$ cat config.mk
export PLATFORM = sky130hd
export DESIGN_NAME = irq_master_gate
export DESIGN_NICKNAME = d
export VERILOG_FILES = /design/src/rtl/irq_gate_pkg.sv /design/src/rtl/irq_gate_ctrl.sv /design/src/rtl/irq_gate_dpath.sv /design/src/rtl/irq_master_gate.sv
export SDC_FILE = /design/constraint.sdc
export NUM_CORES = 1
export LEC_CHECK = 0
export ABC_CLOCK_PERIOD_IN_PS = 1740
export BUFFER_PORTS_ARGS = -buffer_cell sky130_fd_sc_hd__buf_2
export CORE_MARGIN = 10
export CORE_UTILIZATION = 38
export DETAILED_ROUTE_END_ITERATION = 7
export PLACE_DENSITY = 0.82
export SYNTH_ARGS = -nofsm -noshare
export SYNTH_HDL_FRONTEND = slang
export SYNTH_SLANG_ARGS = --single-unit
$ cat constraint.sdc
create_clock -name clk -period 1.74 [get_ports clk]
set_input_delay 0.087 -clock clk [delete_from_list [all_inputs] [get_ports clk]]
set_output_delay 0.087 -clock clk [all_outputs]
set_load 0.1 [all_outputs]
$ cat src/rtl/irq_gate_pkg.sv
package irq_gate_pkg;

  typedef struct packed {
    logic applyToggle;
    logic doDispatch;
    logic doFetch;
    logic setEi;
    logic clearNow;
    logic deferDi;
  } gateStrobe_t;

endpackage

$ cat src/rtl/irq_gate_ctrl.sv
module irq_gate_ctrl
  import irq_gate_pkg::*;
(
  input  logic        boundary,
  input  logic        eiExec,
  input  logic        diExec,
  input  logic        delayedDi,
  input  logic        imeQ,
  input  logic        toggleQ,
  input  logic        anyPending,
  output gateStrobe_t strobes
);

  always_comb begin
    strobes             = '0;
    // the pending toggle is applied at the boundary, but the dispatch
    // decision uses the enable value held before that boundary
    strobes.applyToggle = boundary & toggleQ;
    strobes.doDispatch  = boundary & imeQ & anyPending;
    strobes.doFetch     = boundary & ~strobes.doDispatch;
    // enable wins over a simultaneous disable
    strobes.setEi       = eiExec;
    strobes.clearNow    = diExec & ~eiExec & ~delayedDi;
    strobes.deferDi     = diExec & ~eiExec & delayedDi;
  end

endmodule

$ cat src/rtl/irq_gate_dpath.sv
module irq_gate_dpath
  import irq_gate_pkg::*;
#(
  parameter int REG_W      = 8,
  parameter int ADDR_W     = 16,
  parameter int VEC_BASE   = 'h40,
  parameter int VEC_STRIDE = 8,
  localparam int IDX_W     = (REG_W > 1) ? $clog2(REG_W) : 1
) (
  input  logic              clk,
  input  logic              rst,
  input  gateStrobe_t       strobes,
  input  logic              enWrEn,
  input  logic [REG_W-1:0]  enWrData,
  input  logic              flagWrEn,
  input  logic [REG_W-1:0]  flagWrData,
  input  logic [REG_W-1:0]  flagSet,
  output logic [REG_W-1:0]  enQ,
  output logic [REG_W-1:0]  flagQ,
  output logic              imeQ,
  output logic              toggleQ,
  output logic              anyPending,
  output logic              fetchGo,
  output logic              dispStart,
  output logic [IDX_W-1:0]  dispIndex,
  output logic [ADDR_W-1:0] dispVector
);

  logic [REG_W-1:0]  pendSet;
  logic [IDX_W-1:0]  winIdx;
  logic [REG_W-1:0]  winMask;
  logic [ADDR_W-1:0] winVector;
  logic              imeN;
  logic              toggleN;

  assign pendSet    = enQ & flagQ;
  assign anyPending = |pendSet;

  // lowest index has priority: scan from the top so the lowest hit is last
  always_comb begin
    winIdx = '0;
    for (int i = REG_W - 1; i >= 0; i--) begin
      if (pendSet[i]) winIdx = IDX_W'(i);
    end
  end

  assign winVector = ADDR_W'(VEC_BASE) + ADDR_W'(winIdx) * ADDR_W'(VEC_STRIDE);

  // per-source request bits
  genvar b;
  generate
    for (b = 0; b < REG_W; b++) begin : g_flag
      assign winMask[b] = strobes.doDispatch && (winIdx == IDX_W'(b));
      always_ff @(posedge clk) begin
        if (rst) begin
          flagQ[b] <= 1'b0;
        end else if (flagSet[b]) begin
          flagQ[b] <= 1'b1;
        end else if (winMask[b]) begin
          flagQ[b] <= 1'b0;
        end else if (flagWrEn) begin
          flagQ[b] <= flagWrData[b];
        end
      end
    end
  endgenerate

  always_ff @(posedge clk) begin
    if (rst) begin
      enQ <= '0;
    end else if (enWrEn) begin
      enQ <= enWrData;
    end
  end

  // global enable and pending toggle
  always_comb begin
    imeN    = imeQ;
    toggleN = toggleQ;
    if (strobes.applyToggle) begin
      imeN    = ~imeQ;
      toggleN = 1'b0;
    end
    if (strobes.doDispatch) begin
      imeN    = 1'b0;
      toggleN = 1'b0;
    end
    if (strobes.setEi) begin
      imeN    = 1'b0;
      toggleN = 1'b1;
    end else if (strobes.clearNow) begin
      imeN    = 1'b0;
    end else if (strobes.deferDi) begin
      // arm a flip only if the enable would otherwise still be on
      toggleN = imeN;
    end
  end

  always_ff @(posedge clk) begin
    if (rst) begin
      imeQ    <= 1'b0;
      toggleQ <= 1'b0;
    end else begin
      imeQ    <= imeN;
      toggleQ <= toggleN;
    end
  end

  always_ff @(posedge clk) begin
    if (rst) begin
      fetchGo    <= 1'b0;
      dispStart  <= 1'b0;
      dispIndex  <= '0;
      dispVector <= '0;
    end else begin
      fetchGo   <= strobes.doFetch;
      dispStart <= strobes.doDispatch;
      if (strobes.doDispatch) begin
        dispIndex  <= winIdx;
        dispVector <= winVector;
      end
    end
  end

endmodule

$ cat src/rtl/irq_master_gate.sv
module irq_master_gate
  import irq_gate_pkg::*;
#(
  parameter int REG_W      = 8,
  parameter int ADDR_W     = 16,
  parameter int VEC_BASE   = 'h40,
  parameter int VEC_STRIDE = 8,
  localparam int IDX_W     = (REG_W > 1) ? $clog2(REG_W) : 1
) (
  input  logic              clk,
  input  logic              rst,
  input  logic              boundary,
  input  logic              eiExec,
  input  logic              diExec,
  input  logic              delayedDi,
  input  logic              enWrEn,
  input  logic [REG_W-1:0]  enWrData,
  output logic [REG_W-1:0]  enRdData,
  input  logic              flagWrEn,
  input  logic [REG_W-1:0]  flagWrData,
  input  logic [REG_W-1:0]  flagSet,
  output logic [REG_W-1:0]  flagRdData,
  output logic              imeOut,
  output logic              fetchGo,
  output logic              dispStart,
  output logic [IDX_W-1:0]  dispIndex,
  output logic [ADDR_W-1:0] dispVector
);

  gateStrobe_t strobes;
  logic        imeQ;
  logic        toggleQ;
  logic        anyPending;

  irq_gate_ctrl u_ctrl (
    .boundary   (boundary),
    .eiExec     (eiExec),
    .diExec     (diExec),
    .delayedDi  (delayedDi),
    .imeQ       (imeQ),
    .toggleQ    (toggleQ),
    .anyPending (anyPending),
    .strobes    (strobes)
  );

  irq_gate_dpath #(
    .REG_W      (REG_W),
    .ADDR_W     (ADDR_W),
    .VEC_BASE   (VEC_BASE),
    .VEC_STRIDE (VEC_STRIDE)
  ) u_dpath (
    .clk        (clk),
    .rst        (rst),
    .strobes    (strobes),
    .enWrEn     (enWrEn),
    .enWrData   (enWrData),
    .flagWrEn   (flagWrEn),
    .flagWrData (flagWrData),
    .flagSet    (flagSet),
    .enQ        (enRdData),
    .flagQ      (flagRdData),
    .imeQ       (imeQ),
    .toggleQ    (toggleQ),
    .anyPending (anyPending),
    .fetchGo    (fetchGo),
    .dispStart  (dispStart),
    .dispIndex  (dispIndex),
    .dispVector (dispVector)
  );

  assign imeOut = imeQ;

endmodule

# Yosys cells after proc, flatten, opt, wreduce, memory -nomap -nowiden
# Index checks and enable logic that the tools add are counted.
[op_classes]
reduce_logical = 19
eq_ne = 7
bitwise = 12
mux = 39
addsub = 1
[ops]
columns = ["op", "n"]
rows = [
  ["1-bit two-way mux", 31],
  ["3-bit two-way mux", 8],
  ["3-bit nonzero test", 8],
  ["3-bit equality test, second input constant", 4],
  ["7-bit by 6-bit adder with 8-bit output, first input constant", 1],
  ["8-bit bitwise AND", 1],
  ["1-bit logical AND", 8],
  ["8-bit OR reduction", 1],
  ["1-bit bitwise AND", 7],
  ["3-bit by 2-bit equality test with 1-bit output, second input constant", 2],
  ["1-bit inverter", 4],
  ["3-bit by 1-bit equality test with 1-bit output, second input constant", 1],
  ["3-bit zero test", 1],
  ["3-bit OR reduction", 1],
]
[word_totals]
out_inout_bits = 38
in_bits = 32
reg_bits = 39

# Depth between registers and ports, before layout
# Gate-level depths: netlist (run 1).
[depth]
word_depth = 13
depth_mapped = 5
depth_no_buf = 4

# Modules after synthesis
# Synthesis (run 1) repeated with hierarchy kept, for this count alone.
[unflattened]
hier_cells = 146
area_unflattened_um2 = 1265.0
[modules_own_cells]
columns = ["module", "n_inst", "cells_each", "area_each_um2"]
rows = [
  ["irq_gate_dpath", 1, 140, 1212.4],
  ["irq_gate_ctrl", 1, 6, 52.6],
]

# Least setup slack after synthesis (run 1)
# OpenSTA, ideal clock, no wires.
[synth_path]
kind = "register -> register"
from = "reg u_dpath.imeQ"
to = "reg u_dpath.flagQ[7]"
stages_incl_launch_ff = 4
setup_slack_ps = -243
n_path_buf = 0
arrival_time_ps = 1858
required_ps = 1615
cell_sequence = "dfxtp_1 and2_1 nand3_1 o41a_1"
[synth_via]
elab_chain_cells = 5
[synth_rtl]
columns = ["element", "line", "source"]
rows = [
  ["start: declaration", "irq_gate_dpath.sv:20", "output logic imeQ,"],
  ["start signal: assignment", "irq_gate_dpath.sv:104", "imeQ <= imeN;"],
  ["1-bit bitwise AND (*) (2 in series)", "irq_gate_ctrl.sv:19", "strobes.doDispatch = boundary & imeQ & anyPending;"],
  ["1-bit logical AND (*)", "irq_gate_dpath.sv:53", "assign winMask[b] = strobes.doDispatch && (winIdx == IDX_W'(b));"],
  ["1-bit two-way mux", "irq_gate_dpath.sv:59", "end else if (winMask[b]) begin"],
  ["1-bit two-way mux", "irq_gate_dpath.sv:57", "end else if (flagSet[b]) begin"],
  ["end signal: indexed assignment", "irq_gate_dpath.sv:62", "flagQ[b] <= flagWrData[b];"],
  ["end: declaration", "irq_gate_dpath.sv:19", "output logic [REG_W-1:0] flagQ,"],
]
# Mark *: on every way between the ends. The rest lies on a longest branch, timed or not.
# A chain may end at the register's enable or synchronous reset.

# Final worst setup path (run 1)
[layout_path]
from = "reg u_dpath.enQ[0]"
to = "reg u_dpath.toggleQ"
[layout_via]
elab_chain_cells = 7
[layout_rtl]
columns = ["element", "line", "source"]
rows = [
  ["start: declaration", "irq_gate_dpath.sv:18", "output logic [REG_W-1:0] enQ,"],
  ["start signal: assignment", "irq_gate_dpath.sv:72", "enQ <= enWrData;"],
  ["8-bit bitwise AND (*)", "irq_gate_dpath.sv:36", "assign pendSet = enQ & flagQ;"],
  ["8-bit OR reduction (*)", "irq_gate_dpath.sv:37", "assign anyPending = |pendSet;"],
  ["1-bit bitwise AND (*)", "irq_gate_ctrl.sv:19", ""],
  ["1-bit two-way mux", "irq_gate_dpath.sv:84", "if (strobes.doDispatch) begin"],
  ["1-bit two-way mux", "irq_gate_dpath.sv:93", "end else if (strobes.deferDi) begin"],
  ["1-bit two-way mux (*)", "irq_gate_dpath.sv:91", "end else if (strobes.clearNow) begin"],
  ["1-bit two-way mux (*)", "irq_gate_dpath.sv:88", "if (strobes.setEi) begin"],
  ["end signal: assignment", "irq_gate_dpath.sv:105", "toggleQ <= toggleN;"],
  ["end: declaration", "irq_gate_dpath.sv:21", "output logic toggleQ,"],
]
# Marked as above.

==> summary.md, run 1 <==
| Metric | Value |
|---|---|
| Critical path class | register to register |
| Final hold vios | 0 |
| Mean Syn Cell Area | ~8.9 um2 |
| WP depth | 4 |
| Crit. End Element | register |
| Synth unique cells | 36 |
| Register bit total from synthesis | 24 |
| Synth top area cells | dfxtp_1, buf_4, mux2i_1 |
| Synth Warn # | 0 |
| Status | finished clean |
| Final core utilization | a little over half |
| RSZ-0062 raised after global routing | no |
| Worst VDD drop | just under 0.0006 V |
| Final Net Count | ~230 |
| Residual DRC | 0 |
| MaxCap Viol Count | 0 |
| Synthesized instance count | between 100 and 150 |
| CP bufs+invs | 0 |
| Post-synth top flop | dfxtp_1 |
| Cts repair resizes | 0 |
| Fill cell count | 323 |
| Num CTS Buffers | 3 |
| WP data required | roughly 2 ns |
| Share of the synthesized area in the top cell type | 38.6% |
| Hold crit path type | primary input to register |
| Worst-path cell chain | a22oi_2 > a41oi_2 > or3_1 > o22ai_1 |
| Crit-path leading delay family | compound AO/OA/AOI/OAI gates |
| FF-to-FF setup slack | 0.27 ns |
| Worst Hold Depth | 3 |
| Critical path's largest stage delay | 0.41 ns |
| Syn Std Cell Area | 0.00124 mm2 |
| First-pass GRT wire length | between 5 and 6 mm |
| WL per Instance | between 10 and 15 um |
| Die X | 77.2 um |
| Initial Utilization | about two fifths |
| Clock transition at path regs | roughly 0.12 ns |
| Critical path's slowest cell | or3_1 |
| Layout area overhead | 30.8% |
| Final setup viols | 0 |
| Post-synth ARST share | 0% |
| Post-synth EDFFs | 0 |
| Gr usage total | approximately 11% |
| Crit share post-route | between 80% and 90% |
| Leak | 0.000771 uW |
| Vias | 1,181 |
| Clock Tree Buf Depth | 2 |
| Worst hold margin | approximately 0.0077 ns |
| Largest net degree at the start of global routing | 27 |
| Vias in the first global route | 1,158 |
| Hpwl dp | 2.75 mm |
| Routed Antenna Nets | 0 |
| Die Height | ~77 um |
| Setup bufs post-CTS | 0 |
| Total grt overflow | 0 |
| Final setup TNS | 0 ns |
| Drt total wl | 3.39 mm |
| Max Freq | about 700 MHz |
| Max Slew Vio Count | 0 |
| Buffers on Ports | 57 |
| Top Ports | 70 |
| CTS Sinks | 24 |
| Sequential area share after synthesis | between 30% and 40% |
| Core region area | ~0.0031 mm2 |
| Register-to-Register Path Depth | 4 |
| WP data arrival | between 1.5 and 2 ns |
| Die area | 0.00597 mm2 |
| TritonCTS clock tree | yes |
| GPL Wtd Cong | just over 0.8 |
| H-tree depth | 1 |
| Ant. Diodes | 0 |
| Critical path peak fanout | 4 |
| Row count | 20 |
| Initial DRC Count | 67 |
| Share of cells above drive strength 1 | about two fifths |
| First-pass iteration count of the detailed router | 4 |
| Worst Setup Start Kind | register |
| Post-synth top area cell | dfxtp_1 |
| Initial antenna violation count | 0 |
| Clock Skew | 0.00158 ns |
| PwrDens | between 800 and 900 mW/mm2 |
| Final min period | between 1 and 1.5 ns |
| Vias per Instance | 4.84 |
| Skew-Pair Late Insertion Delay | a little over 0.3 ns |
| Clk root buf | clkbuf_4 |
[metrics by stage]
| step | area, um2 | cells | power [uW] | worst slack (ns) |
|---|---|---|---|---|
| 2_1_floorplan | 1310 | 151 | 1070 | 0.107 |
| 3_3_place_gp | 1520 | 232 | 1130 | 0.331 |
| 3_5_place_dp | 1520 | 232 | 1130 | 0.313 |
| 4_1_cts | 1630 | 244 | 1380 | 0.279 |
| 5_1_grt | 1630 | 244 | 1440 | 0.190 |
| 6_report | 1630 | 244 | 1370 | 0.270 |
[worst paths after layout]
path,startpoint,endpoint
max,u_dpath.enQ[0]$_SDFFE_PP0P_,u_dpath.toggleQ$_SDFF_PP0_
min reg2reg,u_dpath.imeQ$_SDFF_PP0_,u_dpath.fetchGo$_SDFF_PP0_
max reg2reg,u_dpath.enQ[0]$_SDFFE_PP0P_,u_dpath.toggleQ$_SDFF_PP0_
min,enWrData[2],u_dpath.enQ[2]$_SDFFE_PP0P_
[cells in the mapped netlist (2+ instances only)]
cell type and number:
a31oi_1 3, buf_4 15, clkbuf_1 4, nor2b_1 5, dfxtp_1 24, nor3_1 5, a21oi_1 5, and2_1 3
o21ai_0 2, o31ai_1 2, mux2i_1 11, nand2b_1 2, nor2_1 17, nand2_1 9, inv_1 4, a22oi_2 3
nand3_1 2, a211oi_1 6
[flip-flops by register name, summed over array words and instances (netlist names)]
signal and count:
u_dpath.dispIndex 2, u_dpath.dispStart 1, u_dpath.dispVector 2, u_dpath.enQ 8, u_dpath.fetchGo 1, u_dpath.flagQ 8, u_dpath.imeQ 1, u_dpath.toggleQ 1
[power by group]
part,internal (uW),switching (uW),total (uW),leakage [uW]
clock,81.1,156,237,0.0000138
sequential,585,34.7,620,0.000203
combinational,107,408,515,0.000554
total,773,599,1370,0.000771
[worst reg2reg max path, cell delays in order, from the launching register on]
cell and delay [ns]:
dfxtp_2 0.36, a22oi_2 0.28, a41oi_2 0.20, or3_1 0.41, o22ai_1 0.16
[final cells by class]
cell class | instances | area [um2] | area share [%]
Inverter | 4 | 15.0 | 0.922
Tap cell | 44 | 55.1 | 3.38
Timing Repair Buffer | 66 | 375 | 23.1
Sequential cell | 24 | 502 | 30.8
Multi-Input combinational cell | 103 | 658 | 40.4
Clock buffer | 3 | 22.5 | 1.38
[cells by family after synthesis]
logic type                after synthesis  share of synthesized area, %
other                                   1                         0.301
DFF                                    24                          38.6
buffers and inverters                  24                          11.9
muxes                                  12                          9.75
xor gates and xnor gates                1                         0.704
and+or+nand+nor                        49                          19.3
AOI/OAI and AO/OA                      29                          19.5
[routing by layer]
metal / up-vias / share of wire [%] / track usage, %
met2: 54 / 43 / 16.2
met5: - / 0 / 0
met4: 0 / 0.86 / 3.10
met1: 527 / 43 / 13.1
met3: 4 / 13 / 6.64
li1: 596 / - / -
[repair_timing]
action / 4_1_cts / 5_1_grt
hold buffers: 9 / 0
setup endpoints to repair: 0 / 0
hold endpoints to repair: 9 / 0
[cells in the final DEF, fill, tap and decap left out, types with 2 or more instances in the layout]
cell           instances
nor2b_1                5
inv_1                  4
a31oi_1                3
a21oi_1                5
nand2_1                9
clkbuf_4               3
nand2b_1               2
conb_1                12
nor2_1                17
dfxtp_1                7
and2_1                 3
a22oi_2                3
mux2i_1               11
dlygate4sd3_1          9
buf_2                 57
o21ai_0                2
dfxtp_2               17
nor3_1                 5
o31ai_1                2
a211oi_1               6
nand3_1                2
No activity file was read; power rests on OpenSTA's default activity.
==> run 2, diff against run 1 <==
ABC_CLOCK_PERIOD_IN_PS = 1400   (was 1740)
clock period = 1.4 ns   (was 1.74 ns; I/O delays follow)
==> run 2 against run 1 <==
Effect of this change:
- the run now ends with negative hold slack, negative setup slack left
- via count grew 4.0%
- worst setup slack lost 0.27 ns
- register-to-register slack lost 0.27 ns
- clock skew grew 0.00056 ns
- final cell count grew 4.5%
- non-clock buffer count grew 10
==> summary.md, run 2 (synthesis gave the netlist of run 1 again) <==
| Metric | Value |
|---|---|
| Sequential Area | between 500 and 600 um2 |
| RSZ-0062 raised after global routing | yes |
| Worst Setup Start Kind | register |
| Fill cell count | approximately 280 |
| Vias per Instance | approximately 4.8 |
| Routed Antenna Nets | 0 |
| Clock Tree Buf Depth | 2 |
| Share of cells above drive strength 1 | 46.0% |
| Hold crit path type | primary input to register |
| First-pass iteration count of the detailed router | 4 |
| Critical path class | register to register |
| Buffers on Ports | 57 |
| Final core utilization | around 57% |
| Skew-Pair Late Insertion Delay | roughly 0.32 ns |
| Clock power frac | approximately 18% |
| Crit-path leading delay family | simple AND/OR/NAND/NOR gates |
| Clock transition at path regs | about 0.13 ns |
| Die X | 77.2 um |
| Final Net Count | roughly 240 |
| Sequential share of power | a little over two fifths |
| Status | finished with violations |
| Max Slew Vio Count | 0 |
| Leak | approximately 0.00083 uW |
| Die Height | just under 80 um |
| Comb power frac | between 30% and 40% |
| CP bufs+invs | 0 |
| Initial antenna violation count | 0 |
| Crit. End Element | register |
| Sw Share | between 40% and 50% |
| Critical path's largest stage delay | approximately 0.38 ns |
| Top Ports | 70 |
| Top flop regs | u_dpath.enQ: 8 flops, u_dpath.flagQ: 8 flops |
| WL per Instance | 14.3 um |
| Final setup viols | 1 |
| Initial Utilization | about two fifths |
| First-pass GRT wire length | around 5.9 mm |
| Worst-path cell chain | a22oi_2 > a41oi_2 > or3_1 > nor3_1 |
| Core region area | ~0.0031 mm2 |
| Largest net degree at the start of global routing | 20 |
| Vias | between 1,000 and 1,500 |
| GPL Wtd Cong | 0.871 |
| Violated checks | negative hold slack, negative setup slack |
| Clk root buf | clkbuf_4 |
| Cell internal pwr | between 900 and 1000 uW |
| Final min period | 1.40 ns |
| Critical path peak fanout | 4 |
| Clock Skew | about 0.0021 ns |
| PwrDens | 974 mW/mm2 |
| Final hold vios | 2 |
| Ant. Diodes | 0 |
| Critical path's slowest cell | dfxtp_4 |
| Placed cell count | 237 |
| Final setup margin | -0.00237 ns |
| CTS Sinks | 24 |
| Non-Filler Instances | 255 |
| Commonest non-fill, non-tap cell in the layout | buf_2 |
| Initial DRC Count | 69 |
| TritonCTS clock tree | yes |
| Most frequent cells in the layout | buf_2, dfxtp_4, nor2_1 |
| Switching power | 767 uW |
| Area post-placement | about 0.0016 mm2 |
| Die area | slightly below 0.006 mm2 |
| Row count | 20 |
| Vias in the first global route | roughly 1,300 |
| Final instance area | approximately 0.0018 mm2 |
| MaxCap Viol Count | 0 |
| Layout area overhead | 43.1% |
| Residual DRC | 0 |
| Gr usage total | 11.8% |
| WP data required | roughly 1.6 ns |
| WP data arrival | approximately 1.6 ns |
| Drt total wl | approximately 3.6 mm |
| Max Freq | 713 MHz |
| Num CTS Buffers | 3 |
| H-tree depth | 1 |
| Hpwl dp | 2.87 mm |
| Total grt overflow | 0 |
| Crit share post-route | 100% |
| Multi-input logic area | ~680 um2 |
| Worst VDD drop | between 0.0006 and 0.0007 V |
| Worst hold margin | -0.00280 ns |
## run 2: changes by cell type in the layout (fill, tap and decap cells not counted), moves of 2 or more
cell	previous run	this run
dfxtp_2	17	3
nor2_2	0	2
dfxtp_4	0	17
nor2_1	17	15
dfxtp_1	7	4
dlygate4sd3_1	9	13
buf_4	0	6
## run 2: what timing repair did
action / CTS / global route
setup buffers: 0 / 1
hold buffers: 13 / 0
gates resized for setup: 0 / 4
hold endpoints to repair: 13 / 0
endpoints found under the setup margin: 0 / 4
## run 2: path summary, 6_finish.rpt
kind	from	endpoint	depth (start not counted)	slack [ns]
max reg2reg	u_dpath.flagQ[7]$_SDFFE_PP0P_	u_dpath.imeQ$_SDFF_PP0_	4	-0.002
min reg2reg	u_dpath.imeQ$_SDFF_PP0_	u_dpath.fetchGo$_SDFF_PP0_	1	0.48
max	u_dpath.flagQ[7]$_SDFFE_PP0P_	u_dpath.imeQ$_SDFF_PP0_	4	-0.002
min	enWrData[0]	u_dpath.enQ[0]$_SDFFE_PP0P_	3	-0.003
## run 2: worst reg2reg max path: stages, from the launching register on
cell     delay, ns
dfxtp_4       0.38
a22oi_2       0.27
a41oi_2       0.16
or3_1         0.35
nor3_1        0.17
## run 2: stage by stage
step                       TNS, ns  total power [uW]  setup slack, ns
after floorplan            -0.0569              1310          -0.0369
final                     -0.00237              1740         -0.00237
after detailed placement         0              1400           0.0536
after CTS                        0              1740           0.0179
after global placement           0              1390           0.0981
after global routing        -0.101              1810          -0.0537
## run 2: layout make-up
type	count	area share (%)
repair buffers	76	25.8
well taps	44	3.09
inverters	4	0.843
flip-flops and latches	24	30.8
multi-input cells	103	38.0
clock buffers	4	1.47
## run 2: metal layers
metal / GRT usage (%) / wire [um] / up-vias / part of all wire [%]
met5: 0 / 0 / - / 0
met4: 3.83 / 45 / 0 / 1.2
met3: 5.01 / 378 / 5 / 10
met2: 18.6 / 1670 / 58 / 46
met1: 13.9 / 1560 / 550 / 43
li1: - / - / 615 / -
## run 2: power by group through the flow
stage	Sequential [uW]	Clock (uW)	Combinational, uW
floorplan	1020	0	292
global placement	769	0	625
detailed placement	772	0	628
CTS	757	324	657
global route	764	354	690
finish	756	320	659
